$ cat src/rtl/flash_boot_reset_seq.sv
module flash_boot_reset_seq #(
  parameter int PULSE_CYC = 8,
  parameter int RECOV_CYC = 20,
  parameter int GAP_CYC   = 4,
  parameter int FILT_CYC  = 3
) (
  input  logic clk,
  input  logic por_in_n,
  input  logic srst_in_n,
  input  logic fw_status,
  input  logic cfg_pwr_mode,
  input  logic cfg_hold_cold,
  output logic soc_cold_rst_n,
  output logic soc_warm_rst_n,
  output logic flash_rst_n,
  output logic flash_pwr_en
);

  localparam int M1   = (PULSE_CYC > RECOV_CYC) ? PULSE_CYC : RECOV_CYC;
  localparam int MAXC = (M1 > GAP_CYC) ? M1 : GAP_CYC;
  localparam int CW   = $clog2(MAXC + 1);
  localparam int FW   = $clog2(FILT_CYC + 1);

  typedef enum logic [1:0] {S_RUN, S_FLASH, S_RECOV, S_GAP} phase_t;

  logic [1:0]    rs;
  logic          rst_n;
  logic [1:0]    ws, ts;
  logic          flt;
  logic [FW-1:0] fcnt;
  logic          armed;
  logic          cold_act;
  phase_t        st;
  logic [CW-1:0] cnt;

  always_ff @(posedge clk or negedge por_in_n)
    if (!por_in_n) rs <= '0;
    else           rs <= {rs[0], 1'b1};

  assign rst_n = rs[1];

  always_ff @(posedge clk or negedge rst_n)
    if (!rst_n) begin
      ws <= 2'b11;
      ts <= 2'b00;
    end else begin
      ws <= {ws[0], srst_in_n};
      ts <= {ts[0], fw_status};
    end

  wire differ  = ts[1] != flt;
  wire accept  = differ && (fcnt == FW'(FILT_CYC - 1));
  wire fall_ev = accept && flt;
  wire rise_ev = accept && !flt;

  always_ff @(posedge clk or negedge rst_n)
    if (!rst_n) begin
      flt  <= 1'b0;
      fcnt <= '0;
    end else if (accept) begin
      flt  <= ts[1];
      fcnt <= '0;
    end else if (differ) begin
      fcnt <= fcnt + 1'b1;
    end else begin
      fcnt <= '0;
    end

  wire idle  = st == S_RUN;
  wire start = !ws[1] || (fall_ev && armed && idle);
  wire last  = cnt == '0;

  always_ff @(posedge clk or negedge rst_n)
    if (!rst_n)                  armed <= 1'b0;
    else if (start || fall_ev)   armed <= 1'b0;
    else if (rise_ev && idle)    armed <= 1'b1;

  always_ff @(posedge clk or negedge rst_n)
    if (!rst_n) begin
      st       <= S_FLASH;
      cnt      <= CW'(PULSE_CYC - 1);
      cold_act <= 1'b1;
    end else if (start) begin
      st       <= S_FLASH;
      cnt      <= CW'(PULSE_CYC - 1);
      cold_act <= cold_act | cfg_hold_cold;
    end else begin
      case (st)
        S_FLASH:
          if (last) begin
            st  <= S_RECOV;
            cnt <= CW'(RECOV_CYC - 1);
          end else cnt <= cnt - 1'b1;
        S_RECOV:
          if (last && cold_act) begin
            st  <= S_GAP;
            cnt <= CW'(GAP_CYC - 1);
          end else if (last) begin
            st <= S_RUN;
          end else cnt <= cnt - 1'b1;
        S_GAP:
          if (last) begin
            st       <= S_RUN;
            cold_act <= 1'b0;
          end else cnt <= cnt - 1'b1;
        default: ;
      endcase
    end

  wire flash_phase = st == S_FLASH;
  wire hold_phase  = flash_phase || st == S_RECOV;

  assign soc_cold_rst_n = !(cold_act && hold_phase);
  assign soc_warm_rst_n = idle;
  assign flash_rst_n    = !(flash_phase && !cfg_pwr_mode);
  assign flash_pwr_en   = !(flash_phase && cfg_pwr_mode);

endmodule

$ cat config.mk
export PLATFORM = sky130hd
export DESIGN_NAME = flash_boot_reset_seq
export DESIGN_NICKNAME = d
export VERILOG_FILES = /design/src/rtl/flash_boot_reset_seq.sv
export SDC_FILE = /design/constraint.sdc
export NUM_CORES = 1
export LEC_CHECK = 0
export ABC_AREA = 1
export ABC_CLOCK_PERIOD_IN_PS = 1900
export BUFFER_PORTS_ARGS = -buffer_cell sky130_fd_sc_hd__buf_2
export CORE_ASPECT_RATIO = 1.2
export CORE_UTILIZATION = 56
export CTS_BUF_LIST = sky130_fd_sc_hd__clkbuf_16
export DETAILED_ROUTE_END_ITERATION = 10
export PLACE_DENSITY = 0.76
export RECOVER_POWER = 50
export SYNTH_ARGS = -nofsm -noshare
export SYNTH_HDL_FRONTEND = slang
export SYNTH_SLANG_ARGS = --single-unit
export TNS_END_PERCENT = 50
$ cat constraint.sdc
create_clock -name clk -period 1.9 [get_ports clk]
set_input_delay 0.38 -clock clk [delete_from_list [all_inputs] [get_ports clk]]
set_output_delay 0.38 -clock clk [all_outputs]
set_load 0.005 [all_outputs]
== Yosys cells after proc, flatten, opt, wreduce, memory -nomap -nowiden ==
Cells that the tools add are included.
Word-level totals
  register bits: 18
  bits in latches: 0
  memory bits (writable): 0
  memory bits (read-only): 0
  input bits: 6
  logic and storage cells: 62
  memories kept: 0
Cells by class
  add/subtract/negate cells: 2
  $mul: 0
  divide/modulo/power cells: 0
  magnitude comparators: 0
  eq/ne operators: 6
  shift operators: 0
  multiplexer cells: 17
  bitwise logic cells: 1
  reductions and logical operators: 27
Operator list (count)
  two-way mux 5 bit: 4
  one-hot mux 5 bit (3 select lines): 1
  two-way mux 2 bit: 6
  logical AND 1 bit: 10
  equality test 2 bit, second input constant: 3
  logical NOT 1 bit: 6
  one-hot mux 2 bit (3 select lines): 1
  nonzero test 2 bit: 3
  logical NOT 5 bit: 1
  two-way mux 1 bit: 5
  subtractor 5 x 1 -> 5 bit, second input constant: 1
  AND reduction 2 bit: 2
  nonzero test 4 bit: 1
  logical OR 1 bit: 3
  inequality test 3 bit, second input constant: 1
  adder 2 x 1 -> 2 bit, second input constant: 1
  equality test 2 x 1 -> 1 bit, second input constant: 1
  logical NOT 2 bit: 1
  inequality test 1 bit: 1
  OR 1 bit: 1

== Depth between registers and ports, before layout ==
Gate-level depths: netlist of the first run.
  word-level depth: 8
  mapped depth: 11

== Worst setup path after synthesis of the first run ==
Ideal clock, no wire load.
  path kind: flip-flop to flip-flop
  from: reg cnt[0]
  to: reg cnt[0]
  data arrival time: 1.487 ns
  data required time: 1.816 ns
  path slack: 0.329 ns
  cell stages (with the launch flop): 9
  clock period less this slack: 1.571 ns
  cells stage by stage: dfstp_2 -> inv_1 -> ha_1 -> nand3_4 -> ha_1 -> o21ai_0 -> nand2_1 -> nand2_1 -> o21ai_0
Between the ends
  cells in the longest elaborated chain, start to end: 5
  elaborated cells between the ends (all ways): 8
Ends and longest elaborated chain
  from (decl): RTL line 34  | logic [CW-1:0] cnt;
  from (signal assigned): RTL line 81  | cnt <= CW'(PULSE_CYC - 1);
  from (signal assigned): RTL line 85  | cnt <= CW'(PULSE_CYC - 1);
  from (signal assigned): RTL line 92  | cnt <= CW'(RECOV_CYC - 1);
  subtractor 5 x 1 -> 5 bit / logical NOT 5 bit (equally long branches)
  two-way mux 5 bit / logical AND 1 bit (equally long branches): RTL line 98, 102, 95
  two-way mux 5 bit: RTL line 95  | if (last && cold_act) begin
  one-hot mux 5 bit (3 select lines) *: RTL line 88  | case (st)
  two-way mux 5 bit *: RTL line 83  | end else if (start) begin
Mark *: on every way between the ends. The rest lies on a longest branch, timed or not.
A chain may end at the register's enable or synchronous reset.

== Worst setup path after layout of the first run ==
  from: reg st[0]
  to: out flash_rst_n
Between the ends
  cells in the longest elaborated chain, start to end: 3
Ends and longest elaborated chain
  from (decl): RTL line 33  | phase_t st;
  from (signal assigned): RTL line 80  | st <= S_FLASH;
  from (signal assigned): RTL line 84  | st <= S_FLASH;
  from (signal assigned): RTL line 91  | st <= S_RECOV;
  equality test 2 x 1 -> 1 bit: RTL line 110  | wire flash_phase = st == S_FLASH;
  logical AND 1 bit: RTL line 115  | assign flash_rst_n = !(flash_phase && !cfg_pwr_mode);
  logical NOT 1 bit: RTL line 115
  to (decl): RTL line 15  | output logic flash_rst_n,
Every way passes these cells.

==> impl_metrics.env, run 1 <==
export IMPL_critPathCaptureType="output pin"
export IMPL_vdd_ir_drop_max_mv=0.6954
export IMPL_reg2regPathDepth=9
export IMPL_worst_slack_ns=0.06496
export IMPL_layout_cells_most_common="sky130_fd_sc_hd__nand2_1"
export IMPL_clk_insertion_delay_late_ns=0.25
export IMPL_port_buffer_cells=9
export IMPL_detail_route_first_pass_iterations=4
export IMPL_gp_congestion=0.8401
export IMPL_clkSinkCount=18
export IMPL_worst_path_max_fanout=4
export IMPL_grt_antenna_before_repair=0
export IMPL_max_slew_margin=0.5769
export IMPL_drt_wirelength_per_cell_um=11.54
export IMPL_mux_cell_area_share_after_synthesis=0
export IMPL_antenna_left=0
export IMPL_final_area_um2=1165
export IMPL_postSynthCellCount=112
export IMPL_grt_start_max_net_pins=17
export IMPL_synth_seq_area_share=0.4622
export IMPL_finalHoldViolations=0
export IMPL_final_net_count=141
export IMPL_regToRegEndpoint="st[1]"
export IMPL_hold_path_class="in -> reg"
export IMPL_worstPathRequired_ns=1.52
export IMPL_syn_cell_area_um2=993.5
export IMPL_clockRootBuffer="sky130_fd_sc_hd__clkbuf_16"
export IMPL_most_used_cells_in_the_layout_excluding_fill_and_tap_cells="sky130_fd_sc_hd__nand2_1, sky130_fd_sc_hd__inv_1, sky130_fd_sc_hd__dfrtp_1"
export IMPL_status="complete, no violations"
export IMPL_dominant_combinational_cell_family_by_area_after_synthesis="simple AND/OR/NAND/NOR gates"
export IMPL_maxcap_violations=0
export IMPL_max_freq_mhz=544.9
export IMPL_maxSlewViolCount=0
export IMPL_report_final_setup_viol=0
export IMPL_gr_usage_all_layers=0.2045
export IMPL_number_of_fillers_in_the_final_layout=136
export IMPL_row_count=16
export IMPL_static_leakage_power_uw=0.0005951
export IMPL_cell_area_reported_after_detailed_placement_um2=1057
export IMPL_drt_drc_violations_left=0
export IMPL_slew_at_the_pin_with_the_worst_max_slew_slack_ns=0.6346
export IMPL_detail_route_iter0_violations=15
export IMPL_p_per_area_nw_per_um2=1489
export IMPL_fin_crit_sh=0.9658
export IMPL_postRouteWirelength_um=1673
export IMPL_hpwlAfterDp_um=1207
export IMPL_worst_hold_startpoint="srst_in_n"
export IMPL_r2r_startpoint="st[0]"
export IMPL_antennaDiodeCount=0
export IMPL_post_route_setup_tns_ns=0
export IMPL_synth_compound_gate_area_share=0.05542
export IMPL_vias=743
export IMPL_timing_hold_worst_path_depth=1
export IMPL_finish_utilization=0.7096
export IMPL_post_synth_simple_gate_area=0.3098
export IMPL_timing_setup_critical_path_class="reg -> out"
export IMPL_floorplan_initialDensity=0.6052
export IMPL_vias_in_the_first_global_route=633
export IMPL_grt_pass1_wl_um=2511
export IMPL_area_growth_synth_to_final_pct=17.25
export IMPL_die_w_um=40.45
export IMPL_routed_via_density=5.124
export IMPL_yosys_cell_types_count=22
export IMPL_hold_path_end="ws[0]"
export IMPL_post_synth_xor_area_fraction=0.008816
export IMPL_post_synth_fa_ha_maj_area_fraction=0.08816
export IMPL_grt_overflow_total=0
export IMPL_finalCriticalPeriod_ns=1.835
export IMPL_syn_nets=125
export IMPL_numCtsBuffers=3
export IMPL_placement_setup_worst_slack_ns=0.1915
export IMPL_cts_tree="done"
export IMPL_fraction_of_final_layout_cells_sized_beyond_drive_strength_1=0.2756
export IMPL_cts_path_max_buffers=2
export IMPL_postSynthAreaPerCell_um2=8.870
export IMPL_fin_skew_ns=0.005647
export IMPL_synth_yosys_warnings=0
export IMPL_y_dimension_of_the_die_um=48.14
export IMPL_timing_critical_path_arrival_ns=1.46
export IMPL_reg2reg_slack_ns=0.16
export IMPL_floorplan_io_pins=10
export IMPL_worstSetupStartpointType="flip-flop"
export IMPL_postSynthRegisterBits=18
export IMPL_fp_coreArea_um2=1642
export IMPL_cts_htree_levels=1
export IMPL_design_die_area_um2=1947
export IMPL_totalPowerFinal_uw=1735
export IMPL_worst_setup_hold_path_clk_slew_ns=0.05
## routing by layer
| metal | part of all wire | GRT usage |
|---|---|---|
| met2 | 0.50 | 0.3587 |
| met1 | 0.45 | 0.2235 |
| met3 | 0.029 | 0.04110 |
| met5 | 0 | 0 |
| met4 | 0.023 | 0.1200 |
## worst max path at each step
| stage | from | endpoint | cells after the start |
|---|---|---|---|
| after floorplan | cnt[0] | cnt[0] | 8 |
| after global placement | cnt[0] | cnt[0] | 8 |
| after detailed placement | st[0] | st[1] | 9 |
| after CTS | st[0] | flash_rst_n | 4 |
| after global routing | st[0] | flash_rst_n | 4 |
| final | st[0] | flash_rst_n | 4 |
## report_power, final
group | switching (µW) | leakage [µW] | internal [µW] | total [µW]
clock | 140 | 0.0000385 | 280 | 420
sequential | 80.0 | 0.000213 | 515 | 595
combinational | 423 | 0.000343 | 297 | 720
## layout make-up
| cell class | instances | area, µm² | share of cell area |
|---|---|---|---|
| tap | 18 | 22.52 | 0.01933 |
| inverter | 16 | 60.06 | 0.05156 |
| sequential | 18 | 459.2 | 0.3942 |
| clock buffer | 3 | 75.07 | 0.06445 |
| timing repair buffer | 12 | 68.82 | 0.05908 |
| clock inverter | 1 | 3.754 | 0.003222 |
| multi-input combinational | 77 | 475.5 | 0.4082 |
## cells in the mapped netlist
| cell | n | share of area |
|---|---|---|
| sky130_fd_sc_hd__nand4_1 | 2 | 0.013 |
| sky130_fd_sc_hd__a21oi_1 | 2 | 0.010 |
| sky130_fd_sc_hd__conb_1 | 1 | 0.0038 |
| sky130_fd_sc_hd__nor2_4 | 2 | 0.023 |
| sky130_fd_sc_hd__xor2_1 | 1 | 0.0088 |
| sky130_fd_sc_hd__ha_1 | 7 | 0.088 |
| sky130_fd_sc_hd__nand2_1 | 29 | 0.11 |
| sky130_fd_sc_hd__nor2_2 | 4 | 0.025 |
| sky130_fd_sc_hd__inv_2 | 2 | 0.0076 |
| sky130_fd_sc_hd__inv_1 | 14 | 0.053 |
| sky130_fd_sc_hd__o21ai_0 | 6 | 0.030 |
| sky130_fd_sc_hd__nor2_1 | 3 | 0.011 |
| sky130_fd_sc_hd__nor3_1 | 2 | 0.010 |
| sky130_fd_sc_hd__dfstp_2 | 7 | 0.19 |
| sky130_fd_sc_hd__buf_6 | 1 | 0.011 |
| sky130_fd_sc_hd__or2_2 | 1 | 0.0063 |
| sky130_fd_sc_hd__o21ai_1 | 3 | 0.015 |
| sky130_fd_sc_hd__nand2_2 | 1 | 0.0063 |
| sky130_fd_sc_hd__nand3_1 | 9 | 0.045 |
| sky130_fd_sc_hd__dfrtp_1 | 11 | 0.28 |
| sky130_fd_sc_hd__nand4_2 | 2 | 0.025 |
| sky130_fd_sc_hd__nand3_4 | 2 | 0.035 |
## kinds of logic after synthesis
family | count (synthesis)
flip-flops | 18
other | 1
AND/OR/NAND/NOR | 57
XOR/XNOR | 1
adder cells (fa/ha/maj) | 7
buffers and inverters | 17
AO/OA/AOI/OAI | 11
## state kept, by name, indices dropped and copies added (netlist names)
signal	cells
ws	2
ts	2
cnt	5
flt	1
cold_act	1
armed	1
st	2
fcnt	2
rs	2
## critical path, stage by stage, from the launching register on
cell	delay, ns
sky130_fd_sc_hd__dfstp_2	0.58
sky130_fd_sc_hd__ha_4	0.16
sky130_fd_sc_hd__inv_1	0.07
sky130_fd_sc_hd__or2_2	0.27
sky130_fd_sc_hd__buf_2	0.12
## what timing repair did
item,4_1_cts,5_1_grt
hold buffers,1,0
endpoints found under the setup margin,1,1
resized for setup,1,1
buffers inserted,0,1
endpoints found under the hold margin,2,0
## stage by stage
step	std cells	hold WS, ns
5_1_grt	145	0.2300
2_1_floorplan	112	0.08441
3_5_place_dp	139	0.1654
3_3_place_gp	139	0.1649
6_report	145	0.2313
4_1_cts	144	0.2285
Power figures use the tool's default switching activity.
==> run 2: changes to the inputs <==
- CORE_ASPECT_RATIO: 1.2 -> not set
==> run 2 against run 1 <==
Against the previous run: global-route usage rose by 1.7 points; final area is 0.43% lower; clock skew down 0.0035 ns; sequential power is essentially flat; critical path type unchanged; register-to-register slack is essentially flat; clock power about the same; highest routed layer unchanged; fmax shrank 1.3%; wire length rose by 8.5%; largest power group unchanged; first-iteration DRC count is 53% higher; setup slack lost 0.024 ns; count of clock-buffer cells in the layout is the same.
==> impl_metrics.env, run 2 (synthesis results as in run 1) <==
export IMPL_numCtsBuffers=3
export IMPL_grt_antenna_before_repair=0
export IMPL_worst_path_max_fanout=3
export IMPL_gr_usage_all_layers=0.2216
export IMPL_gp_congestion=0.8442
export IMPL_clkSinkCount=18
export IMPL_largest_reg_flops=5
export IMPL_port_buffer_cells=9
export IMPL_critPathCaptureType="output pin"
export IMPL_y_dimension_of_the_die_um=44.12
export IMPL_vias=789
export IMPL_kind_of_cell_with_the_highest_combined_delay_on_the_critical_path="flip-flops"
export IMPL_worst_path_max_delay_cell="sky130_fd_sc_hd__dfstp_2"
export IMPL_finalCriticalPeriod_ns=1.859
export IMPL_drt_drc_violations_left=0
export IMPL_row_count=14
export IMPL_cell_area_reported_after_detailed_placement_um2=1055
export IMPL_floorplan_io_pins=10
export IMPL_detail_route_first_pass_iterations=4
export IMPL_vdd_ir_drop_max_mv=0.8396
export IMPL_maxSlewViolCount=0
export IMPL_design_die_area_um2=1947
export IMPL_post_route_setup_tns_ns=0
export IMPL_wl_met1_um=780
export IMPL_cts_htree_levels=1
export IMPL_fin_skew_ns=0.002109
export IMPL_timing_setup_critical_path_class="reg -> out"
export IMPL_postRouteWirelength_um=1816
export IMPL_fp_coreArea_um2=1577
export IMPL_report_final_setup_viol=0
export IMPL_most_used_cells_in_the_layout_excluding_fill_and_tap_cells="sky130_fd_sc_hd__nand2_1, sky130_fd_sc_hd__inv_1, sky130_fd_sc_hd__dfrtp_1"
export IMPL_worstSetupStartpointType="flip-flop"
export IMPL_timing_critical_path_arrival_ns=1.48
export IMPL_routed_via_density=5.479
export IMPL_max_freq_mhz=538.0
export IMPL_fin_crit_sh=0.9782
export IMPL_routed_length_on_met3_um=114
export IMPL_grt_pass1_wl_um=3063
export IMPL_placedCellCount=137
export IMPL_rsz_0062_raised_after_global_routing="true"
export IMPL_totalPowerFinal_uw=1743
export IMPL_final_net_count=142
export IMPL_fraction_of_final_layout_cells_sized_beyond_drive_strength_1=0.2813
export IMPL_timing_critical_path_slowest_cell_delay_ns=0.54
export IMPL_area_growth_synth_to_final_pct=16.75
export IMPL_count_of_buffer_and_inverter_cells_on_the_critical_path=2
export IMPL_status="complete, no violations"
export IMPL_hold_path_class="in -> reg"
export IMPL_layout_cells_most_common="sky130_fd_sc_hd__nand2_1"
export IMPL_finalHoldViolations=0
export IMPL_most_flops_register="cnt"
export IMPL_final_area_um2=1160
export IMPL_die_w_um=44.12
export IMPL_clockRootBuffer="sky130_fd_sc_hd__clkbuf_16"
export IMPL_maxcap_violations=0
export IMPL_hpwlAfterDp_um=1390
export IMPL_worst_setup_hold_path_clk_slew_ns=0.05
export IMPL_antennaDiodeCount=0
export IMPL_static_leakage_power_uw=0.0005984
export IMPL_max_slew_margin=0.5727
export IMPL_route_met2_wl_um=877
export IMPL_slew_at_the_pin_with_the_worst_max_slew_slack_ns=0.6410
export IMPL_fin_cells=144
export IMPL_worstPathCellList="ha_2, inv_1, or2_2, buf_2"
export IMPL_detail_route_iter0_violations=23
export IMPL_floorplan_initialDensity=0.6302
export IMPL_p_per_area_nw_per_um2=1503
export IMPL_cts_path_max_buffers=2
export IMPL_number_of_fillers_in_the_final_layout=113
export IMPL_grt_overflow_total=0
export IMPL_antenna_left=0
export IMPL_worstPathRequired_ns=1.52
export IMPL_max_used_layer="met4"
export IMPL_grt_start_max_net_pins=17
export IMPL_cts_tree="done"
export IMPL_vias_in_the_first_global_route=719
export IMPL_drt_wirelength_per_cell_um=12.61
export IMPL_clk_insertion_delay_late_ns=0.25
[run 2: cell count changes in the layout (fill, tap and decap cells not counted)]
| cell | before | now |
|---|---|---|
| sky130_fd_sc_hd__buf_4 | 2 | 3 |
| sky130_fd_sc_hd__ha_2 | 0 | 1 |
| sky130_fd_sc_hd__ha_4 | 1 | 0 |
[run 2: cell type report]
class                           instances  area [µm²]  area share
Multi-Input combinational cell         77       465.4      0.4013
Clock inverter                          1       3.754    0.003236
Tap cell                               16       20.02     0.01726
Timing Repair Buffer                   13       76.32     0.06580
Inverter                               16       60.06     0.05178
Sequential cell                        18       459.2      0.3959
Clock buffer                            3       75.07     0.06473
[run 2: worst paths after layout]
path / from / to / slack, ns / cells past startpoint
worst max-delay path: st[0] / flash_rst_n / 0.04 / 4
worst min-delay path: srst_in_n / ws[0] / 0.23 / 1
worst max register to register: st[0] / st[1] / 0.15 / 9
worst min register to register: rs[1] / st[1] / 0.27 / 0
max in group asynchronous: rs[1] / flt / 1.22 / 0
min in group asynchronous: rs[1] / st[1] / 0.27 / 0
[run 2: what timing repair did]
action,CTS,global route
endpoints found under the hold margin,2,0
setup buffers,1,1
hold buffers,1,0
gates cloned,0,0
setup endpoints to repair,1,1
gates resized for setup,1,0
pin swaps,0,0
[run 2: through the flow]
step             util  hold slack (ns)  setup WS [ns]
2_1_floorplan       -          0.08441         0.3289
3_3_place_gp   0.6690           0.1650         0.1855
3_5_place_dp   0.6690           0.1709         0.1467
4_1_cts        0.7317           0.2278        0.03444
5_1_grt        0.7357           0.2223       -0.01739
6_report       0.7357           0.2282        0.04136
[run 2: layer usage]
metal  vias to the layer above  GRT usage
met5                         -          0
met2                        29     0.3500
met1                       366     0.2880
li1                        389          -
met3                         5    0.03673
met4                         0     0.1273
[run 2: worst reg2reg max path, delay by kind of cell (launching register included)]
family                   cells  cell delay (ns)
buffers and inverters        2             0.12
adder cells (fa/ha/maj)      1             0.24
flip-flops                   1             0.54
AND/OR/NAND/NOR              5             0.69
AO/OA/AOI/OAI                1             0.08
[run 2: where the power goes]
group / switching [µW] / internal [µW] / total [µW] / leakage [µW]
logic: 431 / 299 / 730 / 0.000347
registers: 78.4 / 515 / 593 / 0.000213
clock network: 140 / 280 / 420 / 0.0000385
total: 649 / 1090 / 1740 / 0.000598
